## src/rtl/tagp_pkg.sv

```systemverilog
package tagp_pkg;

  localparam int CMD_W = 3;

  typedef enum logic [CMD_W-1:0] {
    CMD_WAKEUP  = 3'b000,
    CMD_REQUEST = 3'b001,
    CMD_WRITE   = 3'b010,
    CMD_MODIFY  = 3'b011,
    CMD_KILL    = 3'b100
  } cmd_e;

  typedef enum logic [3:0] {
    ST_HALT   = 4'd0,
    ST_CMD    = 4'd1,
    ST_WRITE  = 4'd2,
    ST_ACCESS = 4'd3,
    ST_MODWR  = 4'd4,
    ST_LOAD   = 4'd5,
    ST_SLOT   = 4'd6,
    ST_FIRE   = 4'd7,
    ST_TXWAIT = 4'd8,
    ST_RSP    = 4'd9
  } state_e;

endpackage

```

## src/rtl/tagp_sof_det.sv

```systemverilog
module tagp_sof_det #(
  parameter int ZEROS = 10
) (
  input  logic clk,
  input  logic rst_n,
  input  logic en,
  input  logic bit_in,
  input  logic bit_vld,
  output logic sof_hit
);
  localparam int ZW = $clog2(ZEROS + 1);

  logic [ZW-1:0] zcnt_q, zcnt_d;
  logic          zcnt_en;

  // a run of zeros of length ZEROS or more, then a one
  assign sof_hit = en && bit_vld && bit_in && (zcnt_q == ZW'(ZEROS));

  always_comb begin
    zcnt_en = 1'b0;
    zcnt_d  = zcnt_q;
    if (!en) begin
      zcnt_en = (zcnt_q != '0);
      zcnt_d  = '0;
    end else if (bit_vld) begin
      zcnt_en = 1'b1;
      if (bit_in)
        zcnt_d = '0;
      else if (zcnt_q != ZW'(ZEROS))
        zcnt_d = zcnt_q + 1'b1;
    end
  end

  always_ff @(posedge clk or negedge rst_n) begin
    if (!rst_n)
      zcnt_q <= '0;
    else if (zcnt_en)
      zcnt_q <= zcnt_d;
  end

endmodule

```

## src/rtl/tagp_regmem.sv

```systemverilog
module tagp_regmem #(
  parameter int W = 128
) (
  input  logic                 clk,
  input  logic                 rst_n,
  input  logic                 we,
  input  logic [$clog2(W)-1:0] addr,
  input  logic                 wbit,
  output logic [W-1:0]         q
);
  logic [W-1:0] mem_q;

  for (genvar g = 0; g < W; g++) begin : g_cell
    logic cell_en;
    assign cell_en = we && (addr == g[$clog2(W)-1:0]);
    always_ff @(posedge clk or negedge rst_n) begin
      if (!rst_n)
        mem_q[g] <= 1'b0;
      else if (cell_en)
        mem_q[g] <= wbit;
    end
  end

  assign q = mem_q;

endmodule

```

## src/rtl/tagp_flags.sv

```systemverilog
module tagp_flags #(
  parameter int NAK_W = 4
) (
  input  logic             clk,
  input  logic             rst_n,
  input  logic             kill_rst_n,
  input  logic             ack_set,
  input  logic             nak_inc,
  input  logic             kill_set,
  output logic             ack_flag,
  output logic [NAK_W-1:0] nak_cnt,
  output logic             kill_flag
);
  logic             ack_q;
  logic [NAK_W-1:0] nak_q, nak_d;
  logic             nak_en;
  logic             kill_q;

  assign nak_en = nak_inc && (nak_q != {NAK_W{1'b1}});
  assign nak_d  = nak_q + 1'b1;

  always_ff @(posedge clk or negedge rst_n) begin
    if (!rst_n)
      ack_q <= 1'b0;
    else if (ack_set)
      ack_q <= 1'b1;
  end

  always_ff @(posedge clk or negedge rst_n) begin
    if (!rst_n)
      nak_q <= '0;
    else if (nak_en)
      nak_q <= nak_d;
  end

  // kill state lives in its own reset domain
  always_ff @(posedge clk or negedge kill_rst_n) begin
    if (!kill_rst_n)
      kill_q <= 1'b0;
    else if (kill_set)
      kill_q <= 1'b1;
  end

  assign ack_flag  = ack_q;
  assign nak_cnt   = nak_q;
  assign kill_flag = kill_q;

endmodule

```

## src/rtl/tag_proto_ctrl.sv

```systemverilog
module tag_proto_ctrl #(
  parameter int MEM_W     = 128,
  parameter int ID_W      = 64,
  parameter int NAK_W     = 4,
  parameter int SOF_ZEROS = 10
) (
  input  logic             clk,
  input  logic             rst_n,
  input  logic             kill_rst_n,
  input  logic             rx_bit,
  input  logic             rx_valid,
  input  logic             slot_zero,
  input  logic             tx_done,
  output logic             tx_load,
  output logic             slot_load,
  output logic             tx_start,
  output logic [MEM_W-1:0] tx_data,
  output logic             ack_flag,
  output logic [NAK_W-1:0] nak_cnt,
  output logic             kill_flag
);
  import tagp_pkg::*;

  localparam int AW = $clog2(MEM_W);
  localparam logic [AW-1:0] LAST_BIT = AW'(MEM_W - 1);
  localparam logic [AW-1:0] LAST_ID  = AW'(ID_W - 1);
  localparam logic [AW-1:0] LAST_CMD = AW'(CMD_W - 1);

  state_e           st_q, st_d;
  logic [AW-1:0]    cnt_q, cnt_d;
  logic [CMD_W-1:0] cmd_q, cmd_d, cmd_next;
  logic             st_en, cnt_en, cmd_en;

  logic             sof_hit;
  logic             mem_we;
  logic [AW-1:0]    mem_idx;
  logic [MEM_W-1:0] mem_q;
  logic             ack_set, nak_inc, kill_set;

  tagp_sof_det #(.ZEROS(SOF_ZEROS)) u_sof (
    .clk     (clk),
    .rst_n   (rst_n),
    .en      (st_q == ST_HALT),
    .bit_in  (rx_bit),
    .bit_vld (rx_valid),
    .sof_hit (sof_hit)
  );

  tagp_regmem #(.W(MEM_W)) u_mem (
    .clk   (clk),
    .rst_n (rst_n),
    .we    (mem_we),
    .addr  (mem_idx),
    .wbit  (rx_bit),
    .q     (mem_q)
  );

  tagp_flags #(.NAK_W(NAK_W)) u_flags (
    .clk        (clk),
    .rst_n      (rst_n),
    .kill_rst_n (kill_rst_n),
    .ack_set    (ack_set),
    .nak_inc    (nak_inc),
    .kill_set   (kill_set),
    .ack_flag   (ack_flag),
    .nak_cnt    (nak_cnt),
    .kill_flag  (kill_flag)
  );

  // received data bits fill memory from the top position down
  assign mem_idx  = LAST_BIT - cnt_q;
  assign cmd_next = {cmd_q[CMD_W-2:0], rx_bit};

  function automatic state_e decode(input logic [CMD_W-1:0] code, input logic acked);
    case (code)
      CMD_WAKEUP:  decode = ST_LOAD;
      CMD_REQUEST: decode = acked ? ST_HALT : ST_LOAD;
      CMD_WRITE:   decode = ST_WRITE;
      CMD_MODIFY:  decode = ST_ACCESS;
      CMD_KILL:    decode = ST_ACCESS;
      default:     decode = ST_HALT;
    endcase
  endfunction

  always_comb begin
    st_d     = st_q;
    cnt_d    = cnt_q;
    cmd_d    = cmd_q;
    mem_we   = 1'b0;
    ack_set  = 1'b0;
    nak_inc  = 1'b0;
    kill_set = 1'b0;
    case (st_q)
      ST_HALT: begin
        cnt_d = '0;
        if (sof_hit && !kill_flag)
          st_d = ST_CMD;
      end
      ST_CMD: begin
        if (rx_valid) begin
          cmd_d = cmd_next;
          if (cnt_q == LAST_CMD) begin
            cnt_d = '0;
            st_d  = decode(cmd_next, ack_flag);
          end else begin
            cnt_d = cnt_q + 1'b1;
          end
        end
      end
      ST_WRITE: begin
        if (rx_valid) begin
          mem_we = 1'b1;
          cnt_d  = cnt_q + 1'b1;
          if (cnt_q == LAST_BIT)
            st_d = ST_HALT;
        end
      end
      ST_ACCESS: begin
        if (rx_valid) begin
          cnt_d = cnt_q + 1'b1;
          if (rx_bit != mem_q[mem_idx]) begin
            st_d = ST_HALT;
          end else if (cnt_q == LAST_ID) begin
            if (cmd_q == CMD_KILL) begin
              kill_set = 1'b1;
              st_d     = ST_HALT;
            end else begin
              st_d = ST_MODWR;
            end
          end
        end
      end
      ST_MODWR: begin
        if (rx_valid) begin
          mem_we = 1'b1;
          cnt_d  = cnt_q + 1'b1;
          if (cnt_q == LAST_BIT)
            st_d = ST_HALT;
        end
      end
      ST_LOAD:   st_d = ST_SLOT;
      ST_SLOT:   if (slot_zero) st_d = ST_FIRE;
      ST_FIRE:   st_d = ST_TXWAIT;
      ST_TXWAIT: if (tx_done) st_d = ST_RSP;
      ST_RSP: begin
        if (rx_valid) begin
          ack_set = rx_bit;
          nak_inc = !rx_bit;
          st_d    = ST_HALT;
        end
      end
      default:   st_d = ST_HALT;
    endcase
  end

  assign st_en  = (st_d != st_q);
  assign cnt_en = (cnt_d != cnt_q);
  assign cmd_en = (st_q == ST_CMD) && rx_valid;

  always_ff @(posedge clk or negedge rst_n) begin
    if (!rst_n)
      st_q <= ST_HALT;
    else if (st_en)
      st_q <= st_d;
  end

  always_ff @(posedge clk or negedge rst_n) begin
    if (!rst_n)
      cnt_q <= '0;
    else if (cnt_en)
      cnt_q <= cnt_d;
  end

  always_ff @(posedge clk or negedge rst_n) begin
    if (!rst_n)
      cmd_q <= '0;
    else if (cmd_en)
      cmd_q <= cmd_d;
  end

  assign tx_load   = (st_q == ST_LOAD);
  assign slot_load = (st_q == ST_LOAD);
  assign tx_start  = (st_q == ST_FIRE);
  assign tx_data   = mem_q;

endmodule

```

## config.mk

```make
export PLATFORM = sky130hd
export DESIGN_NAME = tag_proto_ctrl
export DESIGN_NICKNAME = d
export VERILOG_FILES = /design/src/rtl/tagp_pkg.sv /design/src/rtl/tagp_sof_det.sv /design/src/rtl/tagp_regmem.sv /design/src/rtl/tagp_flags.sv /design/src/rtl/tag_proto_ctrl.sv
export SDC_FILE = /design/constraint.sdc
export NUM_CORES = 1
export LEC_CHECK = 0
export BUFFER_PORTS_ARGS = -buffer_cell sky130_fd_sc_hd__clkbuf_2
export CAP_MARGIN = 20
export CORE_AREA = 8 8 174 176
export DETAILED_ROUTE_END_ITERATION = 6
export DIE_AREA = 0 0 182 184
export GPL_ROUTABILITY_DRIVEN = 0
export HOLD_SLACK_MARGIN = 0.15
export SYNTH_ARGS = -nofsm -noshare
export SYNTH_HDL_FRONTEND = slang
export SYNTH_SLANG_ARGS = --single-unit
```

## constraint.sdc

```tcl
create_clock -name clk -period 3.85 [get_ports clk]
set_input_delay 0.385 -clock clk [delete_from_list [all_inputs] [get_ports clk]]
set_output_delay 0.385 -clock clk [all_outputs]
set_load 0.1 [all_outputs]
```

==> results of run 1 <==
registers in the layout, indices dropped and copies added (netlist names):
name	flops
u_mem.q	128
cnt_q	7
st_q	4
u_flags.nak_cnt	4
u_sof.zcnt_q	4
cmd_q	3
u_flags.ack_flag	1
u_flags.kill_flag	1
critical path: stages, from the launching register on:
cell,delay [ps]
dfrtp_2,350
buf_4,360
mux4_1,620
mux4_2,500
a221oi_2,230
nor3_1,140
or4b_4,520
nand3_1,80
area by class of cell:
type | count | share of cell area [%]
Timing Repair Buffer | 158 | 8.823
Multi-Input combinational cell | 497 | 40.96
Sequential cell | 152 | 39.28
Clock inverter | 15 | 1.679
Clock buffer | 17 | 4.392
Tap cell | 346 | 4.470
Inverter | 10 | 0.3875
routing by layer:
metal  vias to the layer above  share of wire (%)
met4                         0                2.1
met2                       249                 47
met3                        43                7.4
met1                      3176                 43
li1                       2775                  -
met5                         -                  0
through the flow:
stage               setup slack [ps]  area [um^2]
floorplan                      634.9         8071
global placement                1036         9077
detailed placement             997.8         9077
CTS                            977.1         9686
global route                   789.5         9686
finish                         962.1         9686
Yosys cell counts, drive strengths merged, types with 8 or more instances:
| library cell | number | area, um^2 |
|---|---|---|
| ha | 8 | 100.1 |
| buf | 16 | 123.9 |
| nand2 | 39 | 146.4 |
| nor2 | 151 | 569.3 |
| nor3 | 14 | 70.07 |
| mux2 | 133 | 1498 |
| nand3 | 20 | 100.1 |
| mux2i | 10 | 100.1 |
| dfrtp | 152 | 3804 |
| clkbuf | 37 | 138.9 |
| mux4 | 33 | 783.3 |
| o21ai | 21 | 105.1 |
| a21oi | 9 | 45.04 |
| inv | 10 | 37.53 |
path summary, 6_finish.rpt:
path / startpoint / to / slack, ps
worst max-delay path: cnt_q[0] / st_q[1] / 960
worst min register to register: u_flags.nak_cnt[3] / u_flags.nak_cnt[3] / 510
min in group clk: tx_done / st_q[0] / 450
max in group asynchronous: rst_n / u_mem.q[84] / 2330
worst max register to register: cnt_q[0] / st_q[1] / 960
worst min-delay path: kill_rst_n / u_flags.kill_flag / 280
logic make-up after synthesis:
family	count (synthesis)	synth area share (%)
DFF	152	47.12
adders and majority gates	8	1.240
and+or+nand+nor	254	13.46
buffers and inverters	63	3.720
xor gates and xnor gates	5	0.5427
muxes	176	29.50
AOI/OAI and AO/OA	54	4.418
power by group:
part / switching, mW / leakage [nW] / internal [mW] / total [mW]
combinational: 0.603 / 2.16 / 0.273 / 0.876
clock: 0.769 / 0.281 / 0.921 / 1.69
sequential: 0.0886 / 2.11 / 1.65 / 1.74
total: 1.46 / 4.55 / 2.85 / 4.31
==> impl_metrics.toml, run 1 <==
[status]
status = "finished, final reports clean"

[route]
drcViolationCount = 0
via_per_inst = 5.224
num_vias = 6243
first_pass_iters = 5
drt_iter0_drc = 541
drt-wirelength-per-cell_um = 22.16
finalWirelength_um = 26480
antenna_left = 0

[setup_path]
worstSetupStartpointType = "register"
critPathRequiredTime_ps = 4210
crit_arrival_ps = 3250
path_class = "register to register"
cp_max_fo = 23
r2r_cells = 7
end_kind = "register"

[clocking]
cts_resized = 0
clkTransAtPathRegs_ps = 70
cts_made_buffers = 17
clockBufferDepth = 2
clock-sinks = 152
cts_htree_levels = 4
holdBufCountCts = 2
post_cts_buffers = 0
clk_latency_ps = 430
tritoncts = "yes"
cts_root_buffer = "clkbuf_16"

[floorplanning]
die_y_um = 184
coreArea_um2 = 27480
die_area_um2 = 33490
ios = 144
rows = 61
start_util_pct = 29.38
dieWidth_um = 182

[global_routing]
grt_overflow = 0
gr-usage-met3_pct = 4.506
grt_usage_pct = 15.69
globalRouteMet1Util_pct = 20.52
use_met2_pct = 24.79
grt_first_pass_wirelength_um = 39980
busiest_layer = "met2"
grt_max_degree = 88
grt_pass1_vias = 6281
grt_antenna_before_repair = 0

[sta]
setup_tns_ps = 0
timing.hold.ws_ps = 283.2
setup_viol = 0
slew_viol_final = 0
clock.fmax_mhz = 346.3
hold_viol_final = 0
min_period_ps = 2888
clock_skew_ps = 9.892
finalCritPeriodShare_pct = 75.01
slew_headroom_pct = 39.98
worstMarginPinSlew_ps = 900.2
rsz0062_at_grt = "no"

[power]
power_density_nw_per_um2 = 444.9
power.total_mw = 4.309
p_leak_nw = 4.553
max-vdd-ir-drop_mv = 0.3597

[synth]
synth.net_count = 727
synth_cell_types = 55
synth_area_um2 = 8071
syn_inst = 712
ys_seq_area_share_pct = 47.12
synth_edf_count = 0
ys_seq_elements = 152
async_flop_share_pct = 100.0
synth-main-ff-cell = "dfrtp_1"
yosys_warnings = 0
syn_area_per_cell_um2 = 11.34

[placement]
dpl.cell_count = 1161
dp_hpwl_um = 18470
place.port_buffers = 143

[cells_and_area]
diodes = 0
layout-drive-gt1-share_pct = 41.46
multi_input_area_um2 = 3968
fin_nets = 851
final_cell_mix = "dfrtp_1 (151), nor2_1 (150), clkbuf_2 (141)"
seq_area_um2 = 3805
stdcell_count = 1195
n_fill_cell = 2756
final_util_pct = 35.25
syn_to_final_growth_pct = 20.00
final_common_cell = "dfrtp_1"

[flow_run]
cap_viol_max_count = 0

[min_path]
worst_hold_path_type = "input port to async pin"
(Power assumes the default switching activity.)
==> run 2, diff against run 1 <==
--- a/config.mk
+++ b/config.mk
@@ -5,11 +5,12 @@
 export SDC_FILE = /design/constraint.sdc
 export NUM_CORES = 1
 export LEC_CHECK = 0
+export ABC_AREA = 1
 export BUFFER_PORTS_ARGS = -buffer_cell sky130_fd_sc_hd__clkbuf_2
 export CAP_MARGIN = 20
-export CORE_AREA = 8 8 174 176
+export CORE_AREA = 8 8 177 179
 export DETAILED_ROUTE_END_ITERATION = 6
-export DIE_AREA = 0 0 182 184
+export DIE_AREA = 0 0 185 187
 export GPL_ROUTABILITY_DRIVEN = 0
 export HOLD_SLACK_MARGIN = 0.15
 export SYNTH_ARGS = -nofsm -noshare
==> constraint.sdc (replaced) <==
create_clock -name clk -period 3 [get_ports clk]
set_input_delay 0.3 -clock clk [delete_from_list [all_inputs] [get_ports clk]]
set_output_delay 0.3 -clock clk [all_outputs]
set_load 0.1 [all_outputs]
==> impl_metrics.toml, run 2 <==
[status]
status = "finished, final reports clean"

[sta]
slew_viol_final = 0
slew_headroom_pct = 53.30
setup_viol = 0
worstMarginPinSlew_ps = 700.5
setup_tns_ps = 0
rsz0062_at_grt = "no"
clock.fmax_mhz = 379.9
finalCritPeriodShare_pct = 87.75
timing.hold.ws_ps = 222.4
clock_skew_ps = 9.559
min_period_ps = 2632
hold_viol_final = 0

[synth]
yosys_warnings = 0
ys_seq_elements = 152
synth_area_um2 = 8446
netlist.area_leader.share_pct = 45.04
syn_area_per_cell_um2 = 6.883
yosys.cell_count.top_type = "nand2_1"
async_flop_share_pct = 100.0
syn_inst = 1227
synth_area_leaders = "dfrtp_1 (45%), nand2_1 (17%), nor2_1 (8.5%), inv_1 (7.6%), a21oi_1 (6.1%)"
synth_top_area_cell = "dfrtp_1"
ys_seq_area_share_pct = 45.04
synth_edf_count = 0
synth-main-ff-cell = "dfrtp_1"
synth_cell_types = 35
synth.net_count = 1242
synthTopCellsByCount = "nand2_1 (376), nor2_1 (192), inv_1 (172)"

[route]
drt-wirelength-per-cell_um = 16.82
via_per_inst = 4.687
first_pass_iters = 5
drt_iter0_drc = 798
antenna_left = 0
drcViolationCount = 0
finalWirelength_um = 29930
num_vias = 8343

[global_routing]
grt_overflow = 0
grt_pass1_vias = 8165
grt_max_degree = 78
grt_antenna_before_repair = 0
grt_usage_pct = 17.45
grt_first_pass_wirelength_um = 46780

[power]
p_comb_share_pct = 33.7
p_int_mw = 4.138
swShare_pct = 40.97
seq_power_share_pct = 32.8
power_density_nw_per_um2 = 672.7
power.total_mw = 7.010
max-vdd-ir-drop_mv = 0.3879
p_leak_nw = 5.255
p_clk_share_pct = 33.5
p_sw_mw = 2.872

[setup_path]
r2r_end = "st_q[0]"
regToRegStartpoint = "cnt_q[0]"
crit_arrival_ps = 2930
critPathRequiredTime_ps = 3290
rrSetupSlack_ps = 370
cp-startpoint = "cnt_q[0]"
worstSetupStartpointType = "register"
path_class = "register to register"
cp_max_fo = 23
end_kind = "register"
r2r_cells = 9
crit_end = "st_q[0]"

[min_path]
whs_path_depth = 3
worst_hold_path_type = "input port to register"
min-delay-start = "slot_zero"

[clocking]
tritoncts = "yes"
clockBufferDepth = 2
cts_resized = 0
cts_made_buffers = 17
clkTransAtPathRegs_ps = 70
clock-sinks = 152
post_cts_buffers = 0
clk_latency_ps = 440
cts_htree_levels = 4
holdBufCountCts = 3
cts_root_buffer = "clkbuf_16"

[placement]
place.port_buffers = 143
dp_hpwl_um = 21520

[cells_and_area]
diodes = 0
fin_nets = 1398
syn_to_final_growth_pct = 23.38
final_cell_mix = "nand2_1 (376), nor2_1 (192), inv_1 (172)"
layout-drive-gt1-share_pct = 16.33
largest_register_ffs = 128
final_common_cell = "nand2_1"

[flow_run]
cap_viol_max_count = 0

[floorplanning]
start_util_pct = 29.75
die_y_um = 187
coreArea_um2 = 28390
die_area_um2 = 34600
dieWidth_um = 185
ios = 144
rows = 62
run 2: area by class of cell:
| class | count | area (um^2) |
|---|---|---|
| multi-input cells | 853 | 3751 |
| repair buffers | 185 | 1097 |
| inverters | 174 | 653.1 |
| clock inverters | 15 | 207.7 |
| fillers | 3025 | 17970 |
| flip-flops and latches | 152 | 3805 |
| well taps | 384 | 480.5 |
| clock buffers | 17 | 425.4 |
run 2: power groups by stage:
stage	combinational, mW	clock, mW	sequential (mW)
after floorplan	1.25	0	2.75
after global placement	2.31	0	2.33
after detailed placement	2.33	0	2.34
after CTS	2.35	2.38	2.30
after global routing	2.60	2.46	2.31
final	2.36	2.35	2.30
run 2: how the worst min path moves through the flow:
stage,end,slack [ps]
CTS,st_q[0],200
global placement,u_flags.kill_flag,80
global route,st_q[0],210
floorplan,cmd_q[0],4
detailed placement,u_flags.kill_flag,80
finish,st_q[0],220
run 2: metrics by stage:
| step | area, um^2 | setup slack, ps | utilization, % | cells |
|---|---|---|---|---|
| 2_1_floorplan | 8446 | 55.35 | - | 1227 |
| 3_3_place_gp | 9757 | 586.0 | 34.36 | 1745 |
| 3_5_place_dp | 9757 | 559.4 | 34.36 | 1745 |
| 4_1_cts | 10420 | 425.3 | 36.70 | 1780 |
| 5_1_grt | 10420 | 240.8 | 36.70 | 1780 |
| 6_report | 10420 | 367.6 | 36.70 | 1780 |
run 2: logic make-up (layout without fill, tap and decap cells):
| group | count (synthesis) | count (layout) | synth area share, % |
|---|---|---|---|
| buffers and inverters | 222 | 391 | 10.55 |
| multiplexers | 2 | 2 | 0.2666 |
| adder cells (fa/ha/maj) | 8 | 8 | 1.185 |
| AO/OA/AOI/OAI | 174 | 174 | 11.05 |
| AND/OR/NAND/NOR | 661 | 661 | 31.08 |
| XOR/XNOR | 8 | 8 | 0.8297 |
| flip-flops | 152 | 152 | 45.04 |
run 2: routing by layer:
metal | track usage [%] | wire length, um
met5 | 0 | 0
met2 | 27.25 | 13650
met1 | 22.92 | 13240
met3 | 4.973 | 2328
met4 | 5.450 | 716
run 2: worst max-delay path: stages (launching register included):
cell       delay, ps
dfrtp_2          430
inv_2            410
ha_1             230
inv_1             90
nor2_4           120
inv_1             50
nor2_1           310
a31oi_1          160
a2111oi_0        550
nand2_1          140
==> run 3, diff against run 2 <==
==> constraint.sdc (replaced) <==
create_clock -name clk -period 2.5 [get_ports clk]
set_input_delay 0.25 -clock clk [delete_from_list [all_inputs] [get_ports clk]]
set_output_delay 0.25 -clock clk [all_outputs]
set_load 0.1 [all_outputs]
==> impl_metrics.toml, run 3 (same netlist as run 2, synthesis figures left out) <==
[setup_path]
cp_max_fo = 24
cp_top_family = "compound AO/OA/AOI/OAI gates"
worstSetupStartpointType = "register"
crit_arrival_ps = 2560
path_cells = "inv_2 -> buf_12 -> ha_1 -> inv_1 -> nor2_4 -> inv_1 -> nor2_1 -> a31oi_1 -> a2111oi_1 -> nand2_1"
critPathBufInv = 4
path_class = "register to register"
regToRegStartpoint = "cnt_q[0]"
critPathRequiredTime_ps = 2810
slowest_stage = "a2111oi_1"
rrSetupSlack_ps = 250
r2r_end = "st_q[0]"
end_kind = "register"
slowest_delay_ps = 450
path_common_cell = "inv_1"
r2r_cells = 10

[min_path]
min-delay-start = "tx_done"
hold_end = "st_q[0]"
whs_path_depth = 5
worst_hold_path_type = "input port to register"

[clocking]
tritoncts = "yes"
clockBufferDepth = 2
cts_made_buffers = 17
cts_root_buffer = "clkbuf_16"
cts_htree_levels = 4
clock-sinks = 152
clk_latency_ps = 440
clkTransAtPathRegs_ps = 70
post_cts_buffers = 0

[sta]
min_period_ps = 2249
slew_viol_final = 0
clock_skew_ps = 13.62
setup_tns_ps = 0
hold_viol_final = 0
setup_viol = 0
rsz0062_at_grt = "no"
worstMarginPinSlew_ps = 644.4
clock.fmax_mhz = 444.6
finalCritPeriodShare_pct = 89.97
slew_headroom_pct = 57.04

[floorplanning]
die_y_um = 187
dieWidth_um = 185
start_util_pct = 29.75
rows = 62
ios = 144
coreArea_um2 = 28390
die_area_um2 = 34600

[route]
drt-wirelength-per-cell_um = 16.71
drt_iter0_drc = 723
drcViolationCount = 0
finalWirelength_um = 30040
first_pass_iters = 5
via_per_inst = 4.742
num_vias = 8527
antenna_left = 0

[cells_and_area]
largest_register_ffs = 128
fin_nets = 1416
n_fill_cell = 3049
final_cell_mix = "nand2_1 (376), nor2_1 (191), inv_1 (170)"
layout-drive-gt1-share_pct = 17.54
diodes = 0
final_common_cell = "nand2_1"
syn_to_final_growth_pct = 24.67

[power]
p_leak_nw = 5.302
power.total_mw = 8.325
power_density_nw_per_um2 = 790.7
max-vdd-ir-drop_mv = 0.5360

[status]
status = "finished, final reports clean"

[global_routing]
grt_antenna_before_repair = 0
grt_first_pass_wirelength_um = 46440
grt_overflow = 0
grt_max_degree = 62
grt_pass1_vias = 8181
grt_usage_pct = 17.32

[placement]
dp_hpwl_um = 21850
place.port_buffers = 143

[flow_run]
cap_viol_max_count = 0
run 3: worst max-delay path by stage:
stage,start,end,slack (ps),cells past startpoint
CTS,cnt_q[0],st_q[0],160,10
finish,cnt_q[0],st_q[0],250,10
floorplan,st_q[2],tx_load,380,5
global placement,cnt_q[0],st_q[0],200,10
detailed placement,cnt_q[0],st_q[0],160,10
global route,st_q[2],u_mem.q[29],7,10
run 3: power breakdown:
group	internal (mW)	leakage, nW	total, mW	switching (mW)
clock network	1.41	0.279	2.61	1.20
logic	0.782	3.44	2.96	2.17
registers	2.61	1.58	2.76	0.150
total	4.81	5.30	8.32	3.52
run 3: area by class of cell:
| type | instances | area, um^2 | area share [%] |
|---|---|---|---|
| clock inverters | 15 | 160.2 | 1.521 |
| flip-flops and latches | 152 | 3805 | 36.14 |
| well taps | 384 | 480.5 | 4.563 |
| repair buffers | 203 | 1237 | 11.75 |
| inverters | 174 | 660.6 | 6.275 |
| multi-input cells | 853 | 3760 | 35.71 |
| clock buffers | 17 | 425.4 | 4.040 |
run 3: metal layers:
| metal | part of all wire [%] | track usage (%) | vias up |
|---|---|---|---|
| met5 | 0 | 0 | - |
| met3 | 7.9 | 4.196 | 48 |
| met4 | 2.9 | 6.496 | 0 |
| met2 | 46 | 27.09 | 331 |
| li1 | - | - | 4176 |
| met1 | 44 | 22.75 | 3972 |
run 3: repair_timing:
action	CTS	global route
resized for setup	0	3
setup endpoints to repair	0	18
hold buffers	5	0
endpoints found under the hold margin	59	0
run 3: worst register-to-register path: stages (launching register included):
cell       delay, ps
dfrtp_2          430
inv_2            110
buf_12           180
ha_1             160
inv_1             90
nor2_4           120
inv_1             60
nor2_1           270
a31oi_1          170
a2111oi_1        450
nand2_1          100
run 3: through the flow:
stage	setup WS (ps)	util (%)	instance area [um^2]	cells	hold slack, ps
final	250.9	37.08	10530	1798	167.0
after global routing	7.232	37.08	10530	1798	192.1
after CTS	159.4	37.05	10520	1798	166.0
after detailed placement	156.3	34.81	9884	1761	47.06
after global placement	204.7	34.81	9884	1761	46.32
after floorplan	376.0	-	8453	1227	-45.59
